==> src/rtl/prio_pkg.sv <==
package prio_pkg;
  localparam int unsigned N_LEVELS = 8;
  localparam int unsigned LVL_W    = $clog2(N_LEVELS);

  typedef enum logic [1:0] {
    ORD_FIXED  = 2'd0,
    ORD_ROTATE = 2'd1,
    ORD_ANCHOR = 2'd2
  } order_e;

  typedef enum logic [1:0] {
    RSEL_REQ  = 2'd0,
    RSEL_ISR  = 2'd1,
    RSEL_POLL = 2'd2
  } rsel_e;

  // command opcode in bits 7:6
  localparam logic [1:0] OP_ORDER = 2'b00;
  localparam logic [1:0] OP_EOI   = 2'b01;
  localparam logic [1:0] OP_LOW   = 2'b10;
  localparam logic [1:0] OP_RSEL  = 2'b11;

  // level that holds a given rank (0 = best) when 'low' is the lowest level
  function automatic logic [LVL_W-1:0] level_at(input logic [LVL_W-1:0] rank,
                                                input logic [LVL_W-1:0] low);
    level_at = low + LVL_W'(1) + rank;
  endfunction

  // rank of a level (0 = best) when 'low' is the lowest level
  function automatic logic [LVL_W-1:0] rank_of(input logic [LVL_W-1:0] lvl,
                                               input logic [LVL_W-1:0] low);
    rank_of = lvl - low - LVL_W'(1);
  endfunction
endpackage

==> src/rtl/prio_resolver.sv <==
module prio_resolver
  import prio_pkg::*;
(
  input  logic [N_LEVELS-1:0] vec,
  input  logic [LVL_W-1:0]    low,
  output logic                vld,
  output logic [LVL_W-1:0]    lvl,
  output logic [LVL_W-1:0]    rank
);
  always_comb begin
    vld  = 1'b0;
    lvl  = '0;
    rank = '0;
    for (int r = N_LEVELS - 1; r >= 0; r--) begin
      if (vec[level_at(LVL_W'(r), low)]) begin
        vld  = 1'b1;
        lvl  = level_at(LVL_W'(r), low);
        rank = LVL_W'(r);
      end
    end
  end
endmodule

==> src/rtl/prio_host_port.sv <==
module prio_host_port
  import prio_pkg::*;
(
  input  logic                clk,
  input  logic                rst_n,
  input  logic                bus_sel,
  input  logic                bus_wr,
  input  logic                bus_rd,
  input  logic [7:0]          bus_wdata,
  input  logic [N_LEVELS-1:0] irr_q,
  input  logic [N_LEVELS-1:0] isr_q,
  input  logic                poll_vld,
  input  logic [LVL_W-1:0]    poll_lvl,
  output logic [N_LEVELS-1:0] mask_q,
  output order_e              order_q,
  output logic                low_set,
  output logic [LVL_W-1:0]    low_val,
  output logic                eoi_fire,
  output logic [7:0]          bus_rdata
);
  rsel_e rsel_q;
  logic  cmd_wr;
  logic [1:0] op;

  assign cmd_wr   = bus_wr && !bus_sel;
  assign op       = bus_wdata[7:6];
  assign eoi_fire = cmd_wr && (op == OP_EOI);
  assign low_set  = cmd_wr && (op == OP_LOW);
  assign low_val  = bus_wdata[LVL_W-1:0];

  always_ff @(posedge clk) begin
    if (!rst_n) begin
      mask_q  <= '0;
      order_q <= ORD_FIXED;
      rsel_q  <= RSEL_REQ;
    end else begin
      if (bus_wr && bus_sel) mask_q <= bus_wdata;
      if (cmd_wr && op == OP_ORDER) begin
        case (bus_wdata[1:0])
          2'd1:    order_q <= ORD_ROTATE;
          2'd2:    order_q <= ORD_ANCHOR;
          default: order_q <= ORD_FIXED;
        endcase
      end
      if (cmd_wr && op == OP_RSEL) begin
        case (bus_wdata[1:0])
          2'd1:    rsel_q <= RSEL_ISR;
          2'd2:    rsel_q <= RSEL_POLL;
          default: rsel_q <= RSEL_REQ;
        endcase
      end
    end
  end

  always_comb begin
    bus_rdata = '0;
    if (bus_rd) begin
      if (bus_sel) bus_rdata = mask_q;
      else begin
        case (rsel_q)
          RSEL_ISR:  bus_rdata = isr_q;
          RSEL_POLL: bus_rdata = {poll_vld, 7'(poll_vld ? poll_lvl : '0)};
          default:   bus_rdata = irr_q;
        endcase
      end
    end
  end
endmodule

==> src/rtl/prio_irq_ctrl.sv <==
module prio_irq_ctrl
  import prio_pkg::*;
(
  input  logic             clk,
  input  logic             rst_n,
  input  logic [7:0]       irq_req,
  input  logic             bus_sel,
  input  logic             bus_wr,
  input  logic             bus_rd,
  input  logic [7:0]       bus_wdata,
  output logic [7:0]       bus_rdata,
  output logic             int_out,
  input  logic             int_ack,
  output logic [2:0]       ack_level
);
  logic [N_LEVELS-1:0] irr_q, isr_q, mask_q, pend;
  logic [LVL_W-1:0]    low_q, low_eff, low_val;
  order_e              order_q;
  logic                low_set, eoi_fire, ack_fire;
  logic                win_vld, isr_vld;
  logic [LVL_W-1:0]    win_lvl, win_rank, isr_top_lvl, isr_rank;

  prio_host_port u_port (
    .clk, .rst_n, .bus_sel, .bus_wr, .bus_rd, .bus_wdata,
    .irr_q, .isr_q, .poll_vld(win_vld), .poll_lvl(win_lvl),
    .mask_q, .order_q, .low_set, .low_val, .eoi_fire, .bus_rdata
  );

  assign low_eff = (order_q == ORD_FIXED) ? LVL_W'(N_LEVELS - 1) : low_q;
  assign pend    = irr_q & ~mask_q;

  prio_resolver u_win (.vec(pend),  .low(low_eff), .vld(win_vld), .lvl(win_lvl),     .rank(win_rank));
  prio_resolver u_svc (.vec(isr_q), .low(low_eff), .vld(isr_vld), .lvl(isr_top_lvl), .rank(isr_rank));

  assign int_out   = win_vld && (!isr_vld || win_rank < isr_rank);
  assign ack_level = win_lvl;
  assign ack_fire  = int_ack && int_out;

  always_ff @(posedge clk) begin
    if (!rst_n) begin
      irr_q <= '0;
      isr_q <= '0;
      low_q <= LVL_W'(N_LEVELS - 1);
    end else begin
      for (int i = 0; i < N_LEVELS; i++) begin
        if (ack_fire && win_lvl == LVL_W'(i))              irr_q[i] <= 1'b0;
        else                                               irr_q[i] <= irr_q[i] | irq_req[i];
        if (ack_fire && win_lvl == LVL_W'(i))              isr_q[i] <= 1'b1;
        else if (eoi_fire && isr_vld && isr_top_lvl == LVL_W'(i)) isr_q[i] <= 1'b0;
      end
      if (low_set)                                            low_q <= low_val;
      else if (eoi_fire && isr_vld && order_q == ORD_ROTATE)  low_q <= isr_top_lvl;
    end
  end
endmodule

==> config.mk <==
export PLATFORM = sky130hd
export DESIGN_NAME = prio_irq_ctrl
export DESIGN_NICKNAME = d
export VERILOG_FILES = /design/src/rtl/prio_pkg.sv /design/src/rtl/prio_resolver.sv /design/src/rtl/prio_host_port.sv /design/src/rtl/prio_irq_ctrl.sv
export SDC_FILE = /design/constraint.sdc
export NUM_CORES = 1
export LEC_CHECK = 0
export ABC_AREA = 1
export BUFFER_PORTS_ARGS = -buffer_cell sky130_fd_sc_hd__buf_4
export CAP_MARGIN = 20
export CORE_ASPECT_RATIO = 1.25
export CORE_MARGIN = 2
export CORE_UTILIZATION = 45
export CTS_BUF_LIST = sky130_fd_sc_hd__clkbuf_8
export CTS_CLUSTER_SIZE = 40
export DETAILED_ROUTE_END_ITERATION = 10
export PLACE_DENSITY_LB_ADDON = 0.25
export RECOVER_POWER = 25
export SLEW_MARGIN = 20
export SYNTH_ARGS = -nofsm -noshare
export SYNTH_HDL_FRONTEND = slang
export SYNTH_SLANG_ARGS = --single-unit
==> constraint.sdc <==
create_clock -name clk -period 5 [get_ports clk]
set_clock_uncertainty 0.05 [all_clocks]
set_input_delay 1 -clock clk [delete_from_list [all_inputs] [get_ports clk]]
set_output_delay 1 -clock clk [all_outputs]
set_load 0.01 [all_outputs]
==> impl_metrics.tcl, run 1 <==
set metrics [dict create \
    syn2layout_area_growth_pct 14.1 \
    clock_tree.buffer_depth 2 \
    mostFrequentLayoutCells "193 x nand2_1, 62 x nand3_1, 55 x inv_1" \
    vdd_drop_max_mv 0.279 \
    synth-edff-count 0 \
    timing.slew.headroom_pct 69.5 \
    power_mw 1.16 \
    register_bit_count_reported_by_yosys 31 \
    route.detailed.drc 0 \
    synth_cell_type_count 36 \
    synthesized_netlist_net_count 587 \
    max_freq_mhz 214 \
    setup_repair_after_global_routing_missed_its_margin "false" \
    num-nets-final 622 \
    post_synth_instance_area_sq_mm 0.00313 \
    grt_overflow 0 \
    die-height_microns 97.3 \
    syn-instance-count 560 \
    report.final.setup_viol 0 \
    tns_ns 0 \
    cts_sinks 31 \
    std_cell_rows 34 \
    number_of_global_route_vias_before_repair 3480 \
    portBuffers 33 \
    critPathKind "reg -> out" \
    drv.max_cap_violation_count 0 \
    yosysWarningCount 0 \
    final_period_minus_worst_setup_slack_ns 4.67 \
    core_area_sq_mm 0.00685 \
    detail_route.iter0.violations 195 \
    cts_tree "done" \
    post_drt_via_cell_ratio 5.26 \
    power.leakage_nw 1.82 \
    drt_wl_total_microns 9850 \
    drt_pass1_iterations 6 \
    part_of_the_cycle_the_worst_path_needs_pct 93.3 \
    grt_max_degree 25 \
    seq_area_frac_synth_pct 19.8 \
    floorplan.io_pins 34 \
    finalMaxSlewViolations 0 \
    fillCellCount 731 \
    floorplan_die_area_sq_mm 0.00765 \
    layout.cells.most_common "nand2_1" \
    clock_latency_ns 0.29 \
    crit_arrival_ns 3.62 \
    floorplan.die.width_microns 78.6 \
    synth_top_flop_cell "dfxtp_1" \
    num_antenna_cells 0 \
    path_max_fanout 14 \
    syn_area_per_cell_sq_um 5.60 \
    post_synthesis_async_set_or_reset_flop_share_pct 0 \
    outcome "complete, no violations" \
    critical_path.startpoint_type "flop" \
    starting_density_pct 45.8 \
    post_drt_wl_per_cell_microns 14.4 \
    vias 3606 \
    final-hold-violation-count 0 \
    critical_path.endpoint_type "output port" \
    antenna_found_initial 0 \
    ant_nets 0 \
    tightestPinTransition_ns 0.454 \
    timing.critical_path.required_ns 3.95 \
    cts_buffers 5 \
    cts_max_level 2 \
    power_density_mw_per_mm2 325 \
    routabilityCongestion 0.956 \
    cts-root-buf "clkbuf_8" \
    clk_pin_slew_ns 0.06 \
    hpwl_microns 8130 \
    cts-hold-fix-buffers 0 \
    global_route_wire_length_before_repair_microns 16300 \
    grt_overall_usage_pct 26.6 \
    worstHoldPathType "reg -> reg" \
    setup.reg_to_reg.worst_slack_ns 1.35 \
    drive_gt1_share_pct 18.7 \
]
registers in the layout, indices dropped and copies added, names as in the netlist:
name,count
irr_q,8
isr_q,8
low_q,3
u_port.mask_q,8
u_port.order_q,2
u_port.rsel_q,2
layout make-up:
class                      count  area (sq um)  area share (%)
timing repair buffer          40           300            8.40
inverter                      66           251            7.04
sequential                    31           621            17.4
clock inverter                 1          5.00           0.140
clock buffer                   6          82.6            2.31
tap                           90           113            3.15
multi-input combinational    451          2200            61.6
synth_stat cells (3+ instances only):
cell type  number  area (sq um)
a21oi_1        36           180
buf_2           3          15.0
clkbuf_1        6          22.5
dfxtp_1        31           621
ha_1            5          62.6
inv_1          56           210
inv_2          10          37.5
nand2_1       193           724
nand2_2        24           150
nand2_4         3          33.8
nand3_1        62           310
nand4_1         7          43.8
nor2_1         46           173
nor2_2          5          31.3
nor2_4          5          56.3
nor3_1          4          20.0
o21ai_0        32           160
o21ai_1         3          15.0
o21ai_2         5          43.8
o22ai_1         3          18.8
metrics by stage:
step	utilization (%)	worst slack, ns	instance area [sq um]	std cells	hold slack, ns
floorplan	-	0.756	3130	560	0.383
global placement	50.3	0.498	3450	673	0.406
detailed placement	50.3	0.381	3450	673	0.407
CTS	51.6	0.0601	3530	680	0.417
global route	52.2	0.0268	3570	685	0.439
finish	52.2	0.335	3570	685	0.418
per-layer routing:
metal / vias to the layer above / share of wire (%) / GRT usage (%)
met5: - / 0 / 0
li1: 1883 / - / -
met2: 104 / 52 / 49.4
met1: 1598 / 41 / 31.7
met3: 21 / 4.4 / 1.67
met4: 0 / 2.9 / 9.31
cells by family after synthesis:
logic type	after synthesis	synth area share, %
AO/OA/AOI/OAI	88	15.9
adder cells (fa/ha/maj)	5	2.00
buffers and inverters	78	9.94
flip-flops	31	19.8
AND/OR/NAND/NOR	358	52.4
final timing paths:
kind	from	end	cells past startpoint
min reg2reg	u_port.mask_q[3]$_SDFFE_PN0P_	u_port.mask_q[3]$_SDFFE_PN0P_	2
max reg2reg	u_port.order_q[1]$_SDFFE_PN0P_	isr_q[4]$_SDFFE_PN0P_	19
min	u_port.mask_q[3]$_SDFFE_PN0P_	u_port.mask_q[3]$_SDFFE_PN0P_	2
max	u_port.order_q[1]$_SDFFE_PN0P_	int_out	16
report_power, final:
part / switching [mW] / internal (mW)
sequential: 0.0243 / 0.274
combinational: 0.436 / 0.230
clock: 0.0912 / 0.108
repair_timing:
| action | in CTS | in global routing |
|---|---|---|
| setup buffers | 0 | 5 |
| endpoints found under the hold margin | 0 | 0 |
| endpoints found under the setup margin | 0 | 3 |
| gates resized for setup | 0 | 1 |
critical path, stage by stage (launching register included):
cell and delay (ns):
dfxtp_1 0.46, nor2_4 0.10, nor2_4 0.19, inv_2 0.15, ha_1 0.35, clkinvlp_4 0.21, nand3_1 0.13, nand3_1 0.13
nand2_1 0.15, nor2_1 0.20, inv_1 0.08, nor4_1 0.27, ha_1 0.30, a21oi_1 0.17, nand2_2 0.10, a21boi_0 0.19
buf_4 0.15
Note: power is estimated with default switching activity, not from simulation.
==> inputs of run 2 (changes only) <==
- SYNTH_HIERARCHICAL: default -> 1
==> impl_metrics.tcl, run 2 <==
set metrics [dict create \
    outcome "complete, no violations" \
    timing.slew.headroom_pct 46.0 \
    synth.most_common_cell "nand2_1" \
    worstHoldPathType "reg -> reg" \
    std_cell_rows 36 \
    layout.cells.most_common "nand2_1" \
    final_critical_path_setup_slack_ns 0.361 \
    cts_tree "done" \
    netlist_top_cells_count "260 x nand2_1, 69 x nor2_1, 68 x inv_1" \
    clock_tree.buffer_depth 2 \
    netlist.area_leader.share_pct 27.2 \
    synth-edff-count 0 \
    num_antenna_cells 0 \
    reg.largest.list "irr_q x8, isr_q x8, u_port/mask_q x8" \
    hpwl_microns 8450 \
    num-nets-final 719 \
    netlist_top_cells_area "nand2_1 27%, dfxtp_1 17%, nor2_1 7.2%" \
    route.detailed.drc 0 \
    detail_route.iter0.violations 211 \
    starting_density_pct 46.1 \
    report.final.setup_viol 0 \
    register_bit_count_reported_by_yosys 31 \
    critical_path.startpoint_type "flop" \
    setup_repair_after_global_routing_missed_its_margin "false" \
    yosysWarningCount 6 \
    grt_overflow 0 \
    final-hold-violation-count 0 \
    vdd_drop_max_mv 0.182 \
    clock_latency_ns 0.30 \
    number_of_global_route_vias_before_repair 3551 \
    seq_area_frac_synth_pct 17.3 \
    place_ws_ns 0.434 \
    post_drt_wl_per_cell_microns 12.9 \
    netlist.top_cell.by_area "nand2_1" \
    synth_top_flop_cell "dfxtp_1" \
    clk_pin_slew_ns 0.07 \
    numPlacedInstances 777 \
    vias 4017 \
    cts-root-buf "clkbuf_8" \
    drt_pass1_iterations 4 \
    fillCellCount 862 \
    drv.max_cap_violation_count 0 \
    drt_wl_total_microns 10200 \
    tightestPinTransition_ns 0.804 \
    post_synth_instance_area_sq_mm 0.00359 \
    final_period_minus_worst_setup_slack_ns 4.64 \
    synth_cell_type_count 37 \
    syn2layout_area_growth_pct 8.57 \
    ant_nets 0 \
    global_route_wire_length_before_repair_microns 16300 \
    cts_sinks 31 \
    part_of_the_cycle_the_worst_path_needs_pct 92.8 \
    floorplan.die.width_microns 83.9 \
    grt_max_degree 32 \
    cts_buffers 5 \
    antenna_found_initial 0 \
    finalMaxSlewViolations 0 \
    final_util_pct 50.0 \
    mostFrequentLayoutCells "262 x nand2_1, 70 x nor2_1, 68 x inv_1" \
    syn-instance-count 664 \
    drive_gt1_share_pct 16.4 \
    floorplan_die_area_sq_mm 0.00872 \
    die-height_microns 104 \
    post_synthesis_async_set_or_reset_flop_share_pct 0 \
    max_freq_mhz 216 \
    syn_area_per_cell_sq_um 5.41 \
    cts_max_level 2 \
    power.leakage_nw 2.14 \
    timing.critical_path.required_ns 3.95 \
    portBuffers 33 \
    power_mw 1.08 \
    floorplan.io_pins 34 \
    tns_ns 0 \
    grt_overall_usage_pct 22.8 \
    post_drt_via_cell_ratio 5.12 \
    crit_arrival_ns 3.59 \
    critical_path.endpoint_type "output port" \
    routabilityCongestion 0.915 \
    finished_layout_cells 784 \
    synthesized_netlist_net_count 694 \
    power_density_mw_per_mm2 278 \
    core_area_sq_mm 0.00779 \
    critPathKind "reg -> out" \
    path_max_fanout 16 \
]
run 2: cell count changes after synthesis, sizes merged, moves of 3 or more:
| cell | delta |
|---|---|
| nand2 | +75 |
| nor2 | +23 |
| o21ai | -20 |
| inv | +19 |
| nand3 | -19 |
| buf | +12 |
| clkbuf | -6 |
| nor3 | +5 |
| o21bai | +4 |
| a21oi | +3 |
| ha | +3 |
run 2: worst paths after layout:
| check | from | end | slack [ns] | depth (start not counted) |
|---|---|---|---|---|
| setup / recovery | u_port/order_q[0]$_SDFFE_PN0P_ | int_out | 0.36 | 17 |
| hold / removal | low_q[1]$_SDFFE_PN1P_ | low_q[1]$_SDFFE_PN1P_ | 0.43 | 2 |
| setup reg to reg | u_port/order_q[0]$_SDFFE_PN0P_ | irr_q[0]$_SDFF_PP0_ | 1.52 | 19 |
| hold reg to reg | low_q[1]$_SDFFE_PN1P_ | low_q[1]$_SDFFE_PN1P_ | 0.43 | 2 |
run 2: power by group:
part | internal, mW | leakage, nW | switching (mW) | total (mW)
Combinational | 0.199 | 1.84 | 0.379 | 0.578
Sequential | 0.272 | 0.255 | 0.0275 | 0.299
Clock | 0.108 | 0.0470 | 0.0982 | 0.206
run 2: cell type report:
class,instances,area [sq um],area share (%)
Sequential cell,31,621,15.9
Tap cell,95,119,3.05
Multi-Input combinational cell,529,2470,63.3
Timing Repair Buffer,36,267,6.84
Clock inverter,1,5.00,0.128
Clock buffer,6,82.6,2.12
Inverter,86,339,8.70
run 2: through the flow:
| stage | instance area, sq um | hold WS (ns) |
|---|---|---|
| after floorplan | 3590 | 0.380 |
| after detailed placement | 3830 | 0.410 |
| after global routing | 3900 | 0.455 |
| after global placement | 3830 | 0.394 |
| final | 3900 | 0.434 |
| after CTS | 3910 | 0.427 |
run 2: timing repair:
action	in CTS	in global routing
resized for setup	0	5
setup endpoints to repair	0	2
hold buffers	0	0
buffers inserted	0	0
run 2: layer usage:
| metal | global-route usage, % | wire length, microns | up-vias |
|---|---|---|---|
| met5 | 0 | 0 | - |
| met4 | 7.83 | 231 | 0 |
| met3 | 2.30 | 341 | 15 |
| met2 | 42.7 | 5240 | 93 |
| met1 | 26.4 | 4340 | 1789 |
| li1 | - | - | 2120 |
run 2: cells by family (layout without fill, tap and decap cells):
kind of cell               Yosys count  in the layout  share of synthesized area (%)
adders and majority gates            8              8                           2.79
buffers and inverters              104            129                           13.9
AOI/OAI and AO/OA                   79             79                           12.8
DFF                                 31             31                           17.3
and+or+nand+nor                    441            441                           53.0
muxes                                1              1                          0.279
run 2: worst max-delay path, cell delays in order, from the launching register on:
cell and delay (ns):
dfxtp_1 0.37, o21bai_4 0.29, inv_6 0.11, ha_2 0.47
inv_1 0.18, nand2_1 0.11, nand2_2 0.11, nand2_1 0.11
nand3_1 0.09, a21oi_1 0.15, inv_1 0.06, nor3_1 0.20
nor2_1 0.07, ha_1 0.31, a21oi_1 0.15, nand2_1 0.11
a21boi_0 0.22, buf_4 0.16
==> inputs of run 3 (changes only) <==
- PLACE_DENSITY_LB_ADDON: 0.25 -> 0.12
==> impl_metrics.tcl, run 3 (synthesized netlist as in run 2, its figures left out) <==
set metrics [dict create \
    tightestPinTransition_ns 0.682 \
    max_freq_mhz 214 \
    starting_density_pct 46.1 \
    syn2layout_area_growth_pct 9.41 \
    portBuffers 33 \
    clock_tree.buffer_depth 2 \
    timing.slew.headroom_pct 54.2 \
    detail_route.iter0.violations 198 \
    number_of_global_route_vias_before_repair 3660 \
    path_max_fanout 16 \
    ant_nets 0 \
    die-height_microns 104 \
    drt_pass1_iterations 5 \
    finalMaxSlewViolations 0 \
    num_antenna_cells 0 \
    routabilityCongestion 0.892 \
    num-nets-final 718 \
    cts_buffers 5 \
    floorplan_die_area_sq_mm 0.00872 \
    critPathKind "reg -> out" \
    core_area_sq_mm 0.00779 \
    grt_overflow 0 \
    grt_overall_usage_pct 22.4 \
    crit_arrival_ns 3.63 \
    critical_path.startpoint_type "flop" \
    power_mw 1.14 \
    hpwl_microns 8000 \
    cts_sinks 31 \
    power_density_mw_per_mm2 289 \
    drv.max_cap_violation_count 0 \
    final_util_pct 50.4 \
    vdd_drop_max_mv 0.230 \
    final_period_minus_worst_setup_slack_ns 4.68 \
    clk_pin_slew_ns 0.07 \
    antenna_found_initial 0 \
    grt_max_degree 32 \
    cts_tree "done" \
    cts_max_level 2 \
    power.leakage_nw 2.15 \
    route.detailed.drc 0 \
    report.final.setup_viol 0 \
    global_route_wire_length_before_repair_microns 16300 \
    worstHoldPathType "reg -> reg" \
    vias 4023 \
    post_drt_wl_per_cell_microns 12.5 \
    floorplan.die.width_microns 83.9 \
    part_of_the_cycle_the_worst_path_needs_pct 93.5 \
    outcome "complete, no violations" \
    timing.critical_path.required_ns 3.95 \
    mostFrequentLayoutCells "262 x nand2_1, 69 x nor2_1, 68 x inv_1" \
    final-hold-violation-count 0 \
    critical_path.endpoint_type "output port" \
    cts-root-buf "clkbuf_8" \
    drt_wl_total_microns 9800 \
    post_drt_via_cell_ratio 5.13 \
    drive_gt1_share_pct 16.4 \
    floorplan.io_pins 34 \
    layout.cells.most_common "nand2_1" \
    clock_latency_ns 0.29 \
    setup_repair_after_global_routing_missed_its_margin "false" \
    std_cell_rows 36 \
    tns_ns 0 \
    reg.largest.list "irr_q x8, isr_q x8, u_port/mask_q x8" \
]
-- run 3: cell count changes in the layout (fill, tap and decap cells not counted) --
cell,previous run,this run
o21ai_0,17,18
nor2_1,70,69
buf_6,0,1
buf_4,35,33
nor2_4,0,1
bufinv_16,0,1
o21ai_2,1,0
-- run 3: metrics by stage --
stage / setup slack (ns) / hold WS, ns / area, sq um / cells
4_1_cts: 0.0317 / 0.412 / 3940 / 784
2_1_floorplan: 0.809 / 0.380 / 3590 / 664
3_3_place_gp: 0.431 / 0.404 / 3820 / 776
6_report: 0.325 / 0.426 / 3930 / 784
3_5_place_dp: 0.358 / 0.394 / 3820 / 776
5_1_grt: 0.0205 / 0.450 / 3930 / 784
-- run 3: cell type report --
type | count | area [sq um]
Timing Repair Buffer | 35 | 263
Fill cell | 851 | 3860
Clock inverter | 2 | 35.0
Clock buffer | 6 | 82.6
Inverter | 86 | 339
Sequential cell | 31 | 621
Tap cell | 95 | 119
Multi-Input combinational cell | 529 | 2470
-- run 3: path summary, 6_finish.rpt --
kind,start,to,slack (ns),cells past startpoint
setup / recovery,u_port/order_q[0]$_SDFFE_PN0P_,int_out,0.32,20
hold reg to reg,low_q[1]$_SDFFE_PN1P_,low_q[1]$_SDFFE_PN1P_,0.43,2
setup reg to reg,u_port/order_q[0]$_SDFFE_PN0P_,irr_q[5]$_SDFF_PP0_,1.40,22
hold / removal,low_q[1]$_SDFFE_PN1P_,low_q[1]$_SDFFE_PN1P_,0.43,2
-- run 3: power by group --
group / leakage (nW) / switching [mW] / internal (mW) / total [mW]
logic: 1.84 / 0.380 / 0.198 / 0.577
registers: 0.255 / 0.0274 / 0.272 / 0.299
clock network: 0.0612 / 0.0993 / 0.161 / 0.260
total: 2.15 / 0.506 / 0.630 / 1.14
-- run 3: worst max-delay path: stages (launching register included) --
cell and delay [ns]:
dfxtp_1 0.38, o21bai_4 0.30, inv_6 0.11, ha_2 0.40, inv_2 0.16, nand2_1 0.08, nand2_2 0.15, nand2_1 0.07
nand2_1 0.11, nor2_1 0.06, nor2_2 0.18, inv_2 0.07, nor2_2 0.12, nand2_1 0.06, nor2_1 0.10, inv_1 0.05
ha_1 0.28, a21oi_1 0.16, nand2_1 0.12, a21boi_0 0.20, buf_4 0.16
-- run 3: layer usage --
layer | routed length (microns) | GRT usage [%]
met1 | 4310 | 26.3
met2 | 4860 | 41.0
met3 | 342 | 2.30
met4 | 286 | 9.45
met5 | 0 | 0
-- run 3: what timing repair did --
| action | CTS | global route |
|---|---|---|
| buffers inserted | 0 | 0 |
| hold buffers | 0 | 0 |
| resized for setup | 0 | 7 |
| setup endpoints to repair | 0 | 5 |
| hold endpoints to repair | 0 | 0 |
